--- src/rtl/mlink_pq_pkg.sv ---
package mlink_pq_pkg;

  typedef enum logic [1:0] {
    CMD_IDLE,
    CMD_PUSH,
    CMD_POP_HEAD,
    CMD_POP_TAIL
  } cmd_e;

  function automatic logic cmd_clash(input logic push, input logic head, input logic tail);
    return (push & head) | (push & tail) | (head & tail);
  endfunction

  function automatic cmd_e cmd_decode(input logic push, input logic head, input logic tail);
    if (cmd_clash(push, head, tail)) return CMD_IDLE;
    if (push) return CMD_PUSH;
    if (head) return CMD_POP_HEAD;
    if (tail) return CMD_POP_TAIL;
    return CMD_IDLE;
  endfunction

endpackage

--- src/rtl/mlink_pq_slot.sv ---
// One sorted slot; entry layout {valid, link, prio, tag}, key = {link, prio}.
module mlink_pq_slot #(
  parameter int EW    = 12,
  parameter int KEY_W = 5
) (
  input  logic          clk_i,
  input  logic          rst_ni,
  input  logic          push_i,
  input  logic          pull_i,
  input  logic [EW-1:0] new_i,
  input  logic [EW-1:0] prev_i,
  input  logic          prev_stay_i,
  input  logic [EW-1:0] next_i,
  output logic          stay_o,
  output logic [EW-1:0] entry_o
);

  logic [EW-1:0] entry_q;

  // keep entry when its key is <= the broadcast key (FIFO among equals)
  assign stay_o  = entry_q[EW-1] && (entry_q[EW-2 -: KEY_W] <= new_i[EW-2 -: KEY_W]);
  assign entry_o = entry_q;

  always_ff @(posedge clk_i or negedge rst_ni) begin
    if (!rst_ni) begin
      entry_q <= '0;
    end else if (push_i) begin
      if (!stay_o) entry_q <= prev_stay_i ? new_i : prev_i;
    end else if (pull_i) begin
      entry_q <= next_i;
    end
  end

  a_r6_no_push_and_pull: assert property (@(posedge clk_i) disable iff (!rst_ni)
    !(push_i && pull_i));

endmodule

--- src/rtl/mlink_pq_outmux.sv ---
// Shared result bus: one-hot select into an OR reduction.
module mlink_pq_outmux #(
  parameter int N = 8,
  parameter int W = 12
) (
  input  logic [N-1:0] sel_i,
  input  logic [W-1:0] data_i [N],
  output logic [W-1:0] data_o
);

  always_comb begin
    data_o = '0;
    for (int i = 0; i < N; i++) data_o |= data_i[i] & {W{sel_i[i]}};
  end

  a_r4_sel_onehot: assert final ($onehot0(sel_i));

endmodule

--- src/rtl/mlink_pq.sv ---
module mlink_pq
  import mlink_pq_pkg::*;
#(
  parameter int DEPTH  = 8,
  parameter int LINKS  = 4,
  parameter int PRIO_W = 3,
  parameter int TAG_W  = 5,
  localparam int LINK_W = (LINKS > 1) ? $clog2(LINKS) : 1
) (
  input  logic              clk_i,
  input  logic              rst_ni,
  input  logic              push_i,
  input  logic              pop_head_i,
  input  logic              pop_tail_i,
  input  logic [LINK_W-1:0] link_i,
  input  logic [PRIO_W-1:0] prio_i,
  input  logic [TAG_W-1:0]  tag_i,
  output logic              out_valid_o,
  output logic [PRIO_W-1:0] out_prio_o,
  output logic [TAG_W-1:0]  out_tag_o,
  output logic              miss_o,
  output logic              full_o,
  output logic              err_o
);

  localparam int KEY_W = LINK_W + PRIO_W;
  localparam int EW    = 1 + KEY_W + TAG_W;

  cmd_e cmd;
  logic clash;
  logic is_pop, hit;

  logic [EW-1:0]    slot   [DEPTH];
  logic [DEPTH-1:0] stay, valid, match, first, last, sel, behind;
  logic [EW-1:0]    new_entry, bus;

  assign clash     = cmd_clash(push_i, pop_head_i, pop_tail_i);
  assign cmd       = cmd_decode(push_i, pop_head_i, pop_tail_i);
  assign is_pop    = (cmd == CMD_POP_HEAD) || (cmd == CMD_POP_TAIL);
  assign new_entry = {1'b1, link_i, prio_i, tag_i};

  for (genvar i = 0; i < DEPTH; i++) begin : g_slot
    logic [EW-1:0] prev_e, next_e;
    logic          prev_s;
    if (i == 0) begin : g_front
      assign prev_e = '0;
      assign prev_s = 1'b1;
    end else begin : g_mid
      assign prev_e = slot[i-1];
      assign prev_s = stay[i-1];
    end
    if (i == DEPTH - 1) begin : g_back
      assign next_e = '0;
    end else begin : g_inner
      assign next_e = slot[i+1];
    end

    mlink_pq_slot #(.EW(EW), .KEY_W(KEY_W)) i_slot (
      .clk_i       (clk_i),
      .rst_ni      (rst_ni),
      .push_i      (cmd == CMD_PUSH),
      .pull_i      (is_pop && behind[i]),
      .new_i       (new_entry),
      .prev_i      (prev_e),
      .prev_stay_i (prev_s),
      .next_i      (next_e),
      .stay_o      (stay[i]),
      .entry_o     (slot[i])
    );

    assign valid[i] = slot[i][EW-1];
    assign match[i] = valid[i] && (slot[i][EW-2 -: LINK_W] == link_i);
  end

  // runs are contiguous, so head/tail of a run is a local edge test
  always_comb begin
    for (int i = 0; i < DEPTH; i++) begin
      first[i] = match[i] && ((i == 0) ? 1'b1 : !match[(i == 0) ? 0 : i-1]);
      last[i]  = match[i] && ((i == DEPTH-1) ? 1'b1 : !match[(i == DEPTH-1) ? i : i+1]);
    end
    sel = (cmd == CMD_POP_HEAD) ? first : (cmd == CMD_POP_TAIL) ? last : '0;
    behind[0] = sel[0];
    for (int i = 1; i < DEPTH; i++) behind[i] = behind[i-1] | sel[i];
  end

  assign hit = |sel;

  mlink_pq_outmux #(.N(DEPTH), .W(EW)) i_outmux (
    .sel_i  (sel),
    .data_i (slot),
    .data_o (bus)
  );

  always_ff @(posedge clk_i or negedge rst_ni) begin
    if (!rst_ni) begin
      out_valid_o <= 1'b0;
      out_prio_o  <= '0;
      out_tag_o   <= '0;
      miss_o      <= 1'b0;
      err_o       <= 1'b0;
    end else begin
      out_valid_o <= is_pop && hit;
      miss_o      <= is_pop && !hit;
      err_o       <= clash;
      if (is_pop && hit) begin
        out_prio_o <= bus[TAG_W +: PRIO_W];
        out_tag_o  <= bus[TAG_W-1:0];
      end
    end
  end

  assign full_o = valid[DEPTH-1];

  // ---- assertions ----
  for (genvar i = 0; i < DEPTH - 1; i++) begin : g_chk
    a_r2_sorted: assert property (@(posedge clk_i) disable iff (!rst_ni)
      valid[i+1] |-> (valid[i] && slot[i][EW-2 -: KEY_W] <= slot[i+1][EW-2 -: KEY_W]));
  end

  a_r9_clash_freeze: assert property (@(posedge clk_i) disable iff (!rst_ni)
    clash |=> (err_o && !out_valid_o && $stable(valid)));

  a_r7_miss_freeze: assert property (@(posedge clk_i) disable iff (!rst_ni)
    (is_pop && !hit) |=> (miss_o && !out_valid_o && $stable(valid)));

  a_r4_hit_result: assert property (@(posedge clk_i) disable iff (!rst_ni)
    (is_pop && hit) |=> (out_valid_o && !miss_o));

  a_r8_full_stays: assert property (@(posedge clk_i) disable iff (!rst_ni)
    (full_o && cmd == CMD_PUSH) |=> full_o);

endmodule

--- config.mk ---
export PLATFORM = sky130hd
export DESIGN_NAME = mlink_pq
export DESIGN_NICKNAME = d
export VERILOG_FILES = /design/src/rtl/mlink_pq_pkg.sv /design/src/rtl/mlink_pq_slot.sv /design/src/rtl/mlink_pq_outmux.sv /design/src/rtl/mlink_pq.sv
export SDC_FILE = /design/constraint.sdc
export NUM_CORES = 1
export LEC_CHECK = 0
export BUFFER_PORTS_ARGS = -buffer_cell sky130_fd_sc_hd__buf_2
export CAP_MARGIN = 25
export CORE_UTILIZATION = 60
export DETAILED_ROUTE_END_ITERATION = 7
export PLACE_DENSITY = 0.82
export SLEW_MARGIN = 20
export SYNTH_ARGS = -nofsm -noshare
export SYNTH_HDL_FRONTEND = slang
export SYNTH_HIERARCHICAL = 1
export SYNTH_SLANG_ARGS = --single-unit
--- constraint.sdc ---
create_clock -name clk_i -period 2.69 [get_ports clk_i]
set_input_delay 0 -clock clk_i [delete_from_list [all_inputs] [get_ports clk_i]]
set_output_delay 0 -clock clk_i [all_outputs]
set_load 0.005 [all_outputs]
# == Word-level counts from Yosys, hierarchy flattened ==
# Index checks and enable logic that the tools add are counted.
# word_totals
ff_bits,99
inputBits,15
wordCells,185
# classes
order_cmp,8
eq_ne,19
muxes,51
bitwise,27
reduce_logical,67
# op_table
op,n
11-bit 2-to-1 mux,31
8-bit bitwise AND,8
8-bit OR,7
5-bit <= comparator,8
1-bit logical AND,40
2-bit == test,8
2-bit 2-to-1 mux,8
8-bit 2-to-1 mux,2
2-bit != test (second input constant),8
2-bit AND reduction,8
2-bit nonzero test,8
1-bit 2-to-1 mux,10
1-bit logical NOT,9
1-bit OR,9
8-bit OR reduction,1
2-bit == test (second input constant),2
1-bit bitwise AND,3
2-bit by 1-bit == test with 1-bit output (second input constant),1
1-bit logical OR,1

# == Depth between registers and ports, before layout ==
# depth
depth_word,27
mapped_depth,12
ltp_nobuf,10

# == Cells and area by module ==
# Netlist, hierarchy kept.
# modules_own_cells
mod,instances,cells_per_inst,area_per_inst_um2,seq_area_each_um2
mlink_pq_slot,8,96,833.3,275.3
mlink_pq,1,94,1026.0,275.3
mlink_pq_outmux,1,63,483.0,0.0

# == Least setup slack after synthesis ==
# OpenSTA, ideal clock, no wires.
# synth_path
path_type,input -> register
start,input pop_tail_i
end,register g_slot[0].i_slot.entry_q[0]
setup_time_ns,0.083
t_arrival_ns,2.404
required_time_ns,2.607
path_slack_ns,0.203
path_stages,4
path_buffers,1
cell_sequence,nor3_1 > buf_2 > o21ai_0 > o22ai_1
# synth_between
elab_chain_cells,14
# synth_rtl
element,line_no,text
start: declaration,mlink_pq.sv:14,"input logic pop_tail_i,"
1-bit 2-to-1 mux (2 in series),mlink_pq_pkg.sv:18,if (tail) return CMD_POP_TAIL;
1-bit 2-to-1 mux,mlink_pq_pkg.sv:17,if (head) return CMD_POP_HEAD;
1-bit 2-to-1 mux,mlink_pq_pkg.sv:16,if (push) return CMD_PUSH;
2-bit 2-to-1 mux,mlink_pq_pkg.sv:19,return CMD_IDLE;
2-bit 2-to-1 mux,mlink_pq_pkg.sv:18,
2-bit 2-to-1 mux,mlink_pq_pkg.sv:17,
2-bit 2-to-1 mux (*),mlink_pq_pkg.sv:16,
2-bit == test,"mlink_pq.sv:39, mlink_pq.sv:81",
8-bit 2-to-1 mux (2 in series),mlink_pq.sv:81,sel = (cmd == CMD_POP_HEAD) ? first : (cmd == CMD_POP_TAIL) ? last : '0;
1-bit logical AND,mlink_pq.sv:62,".pull_i (is_pop && behind[i]),"
2-bit nonzero test (no line),--,
2-bit AND reduction (no line),--,
end signal: assignment,mlink_pq_slot.sv:28,if (!stay_o) entry_q <= prev_stay_i ? new_i : prev_i;
end signal: assignment,mlink_pq_slot.sv:30,entry_q <= next_i;
end: declaration,mlink_pq_slot.sv:18,logic [EW-1:0] entry_q;
# Mark *: on every way between the ends. The rest lies on a longest branch, timed or not. The select of a mux whose other input is x is not followed.
# A chain may end at the register's enable or synchronous reset.

# == Final worst setup path ==
# layout_path
start,register g_slot[1].i_slot.entry_q[9]
end,register out_tag_o[4]
# layout_between
elab_chain_cells,14
# layout_rtl
element,line_no,text
start: declaration,mlink_pq_slot.sv:18,
start signal: assignment,mlink_pq_slot.sv:28,
start signal: assignment,mlink_pq_slot.sv:30,
2-bit == test,mlink_pq.sv:72,assign match[i] = valid[i] && (slot[i][EW-2 -: LINK_W] == link_i);
1-bit logical AND,mlink_pq.sv:72,
1-bit logical NOT,mlink_pq.sv:79,last[i] = match[i] && ((i == DEPTH-1) ? 1'b1 : !match[(i == DEPTH-1) ? i : i+1]);
1-bit logical AND,mlink_pq.sv:79,
8-bit 2-to-1 mux (2 in series),mlink_pq.sv:81,
via behind[0],mlink_pq.sv:34,"logic [DEPTH-1:0] stay, valid, match, first, last, sel, behind;"
8-bit bitwise AND,mlink_pq_outmux.sv:13,for (int i = 0; i < N; i++) data_o |= data_i[i] & {W{sel_i[i]}};
8-bit OR (7 in series),mlink_pq_outmux.sv:13,
via bus[4],mlink_pq.sv:35,"logic [EW-1:0] new_entry, bus;"
end signal: assignment,mlink_pq.sv:107,out_tag_o <= bus[TAG_W-1:0];
end: declaration,mlink_pq.sv:20,"output logic [TAG_W-1:0] out_tag_o,"
# The timed path passes the listed nets, and every way through them passes these cells.

==> results.md <==
Timing:
- The transition time of the tightest slew-check pin is 0.987 ns.
- The count of final hold-check violations was 0.
- The worst path needs 2.43 ns of the cycle, external delays included.
- The achievable clock frequency is 412 MHz.
- The final sum of negative setup slack is 0 ns.
- The clock arrives with 0.00732 ns of skew.
- The final clock period utilization by the worst path is 90.2%.
- The worst pin sits at a relative slew slack of 33.7%.
- The number of setup violations in the final report is 0.
- The total count of max-transition violations in the final report is 0.
- Setup repair after global routing left no endpoint under its margin.

Pwr:
- The completed layout was analyzed and its total power is 10.6 mW.
- The maximum ir drop on the vdd rail is 0.000783 V.
- In this run the static leakage power is 3.96 nW.
- The ratio of total power to cell area is 1200 mW/mm2.

Flow run:
- Across the run, the number of max-cap violations was 0.

Clock network:
- The number of buffers on the longest clock path is 2.
- The number of H-tree branching levels is 3.
- For the worst-skew pair, the clock arrives at the later sink with an insertion delay of 0.36 ns.
- The clock tree from TritonCTS is yes.
- Clock tree synthesis found a total of 99 sinks.
- Clock-pin slew was measured on the worst setup and hold paths at 0.07 ns.
- TritonCTS created 9 clock buffers.
- The cell at the root of the clock tree is clkbuf_16.

Routing:
- The routed layout has 7068 vias.
- The detail route stage leaves a number of antenna-violating nets equal to 0.
- The wire length after detailed routing is 21300 um.
- The starting DRC count in detailed routing is 870.
- The count of TritonRoute iterations in the first routing pass is 5.
- The mean number of vias per cell is 6.23.
- The number of design rule violations left after detail routing is 0.
- The mean routed wirelength per cell is 18.7 um.

Worst setup path:
- Among all stages on the critical path, the largest delay is contributed by nor3_1.
- The class of the most critical setup path is reg -> reg.
- For flop-to-flop paths, the worst setup slack is 0.26 ns.
- The combined buffer and inverter count along the critical path is 0.
- STA puts the critical path data required time at 2.99 ns.
- In this run the worst path has a maximum fanout of 8.
- The delay of the slowest critical-path stage is 0.71 ns.
- STA classifies the critical path startpoint as a flop.
- The kind of cell with the highest combined delay along the critical path is simple AND/OR/NAND/NOR gates.
- The critical path goes through xnor2_1, nand3_2, a21oi_1, nor3_1, a22oi_1, nand4_1, mux2_4.
- The critical path capture point type is a flop.
- Data arrives at the worst endpoint at 2.73 ns.

Layout:
- The count of antenna diodes in the layout is 0.
- In the final design database the tool counted 1013 nets.
- The final core utilization is 68.4%.
- Compared with the post-synthesis result, the final layout area differs by 9.26%.
- The final design instance area without fill is 0.00881 mm2.
- Of the cells placed in the final design, the portion with a size suffix greater than 1 is 18.9%.
- After filler insertion, the fill cell instance count of the layout stands at 1025.

Floorplan:
- The floorplan step defined a die boundary enclosing 0.0139 mm2.
- The core region is 0.0129 mm2.
- For this configuration, the core starts out at a cell density of 62.6%.
- 27 I/O pins were placed.
- The chip width is 118 um.
- The die outline height is 118 um.
- In this run the core area contains 41 standard-cell rows.

Worst hold path:
- The path type of the worst min-delay path is in -> reg.

GRT:
- The pin count of the biggest net entering global routing is 123.
- The via count of the first global-routing pass is 6810.
- The global-route total usage across every layer is 31.5%.
- The initial antenna violation count is 0.
- The global-route wire length before repair is 35100 um.
- The total global routing overflow is 0.

Synth:
- In the synthesized netlist, the number of instances is 910.
- A synthesized cell averages 8.86 um2.
- The cell area that synthesis handed to floorplanning was 0.00807 mm2.
- The synthesis warning total is 6.

Place:
- Routability-driven placement finished with a final weighted congestion of 0.946.
- The number of buffer cells added on primary ports is 26.
- Once placement finished, the instance area stood at 0.00851 mm2.
- The HPWL after detailed placement is 15400 um.

Outcome:
- The run finished with clean final reports.
-- cell type report --
type	instances	area, um2	share of cell area, %
clock buffers	11	233	2.64
multi-input cells	718	5120	58.0
clock inverters	5	60.1	0.681
repair buffers	69	483	5.48
well taps	172	215	2.44
inverters	61	229	2.60
flip-flops and latches	99	2480	28.1
-- per-stage QoR --
step | cells | hold WS [ns] | worst slack, ns
6_report | 1135 | 0.104 | 0.264
5_1_grt | 1135 | 0.0822 | 0.0739
4_1_cts | 1135 | 0.0870 | 0.195
3_5_place_dp | 1118 | 0.0640 | 0.196
3_3_place_gp | 1118 | 0.0592 | 0.295
2_1_floorplan | 939 | -0.296 | 0.203
-- power by group --
| part | switching (mW) | internal [mW] |
|---|---|---|
| registers | 0.974 | 2.18 |
| clock network | 0.604 | 0.728 |
| logic | 3.25 | 2.82 |
| total | 4.83 | 5.72 |
-- state kept, by name (all words and copies together), names as in the netlist --
signal and flops:
g_slot.i_slot/entry_o 88, err_o 1, out_tag_o 5, out_prio_o 3
miss_o 1, out_valid_o 1
-- per-layer routing --
metal / part of all wire, % / track usage (%)
met1: 43 / 41.2
met2: 48 / 52.3
met3: 6.1 / 5.57
met4: 2.8 / 11.0
met5: 0 / 0
-- layout by cell type, fill, tap and decap left out, types with 4 or more instances in the layout --
master / instances
nand3_1: 5
buf_2: 25
a31oi_1: 10
o22ai_1: 72
ha_1: 40
xnor2_2: 4
mux2i_1: 80
buf_4: 41
nor2_1: 129
o21ai_1: 25
a21oi_1: 34
nor3_1: 6
a22oi_1: 34
inv_2: 8
and3_1: 8
nand2_1: 8
nand2b_1: 11
o21ai_0: 49
xnor2_1: 12
o21a_2: 8
or2_2: 9
a211o_1: 16
inv_1: 53
mux2_4: 7
clkbuf_16: 9
dfrtp_1: 99
conb_1: 31
a211oi_1: 24
mux2_2: 48
nor2b_1: 10
nand4_1: 17
-- timing repair --
item | CTS | global route
gates resized for setup | 0 | 1
setup buffers | 0 | 0
endpoints found under the setup margin | 0 | 11
endpoints found under the hold margin | 48 | 0
hold buffers | 1 | 0
-- final timing paths --
path / start / end / cells after the start
max: g_slot[1].i_slot/entry_o[9] / out_tag_o[4] / 7
min: pop_head_i / err_o / 2
max reg2reg: g_slot[1].i_slot/entry_o[9] / out_tag_o[4] / 7
min reg2reg: out_tag_o[4] / out_tag_o[4] / 1
max in group asynchronous: rst_ni / g_slot[5].i_slot/entry_o[7] / 3
min in group asynchronous: rst_ni / g_slot[1].i_slot/entry_o[1] / 2
No activity file was read; power rests on OpenSTA's default activity.
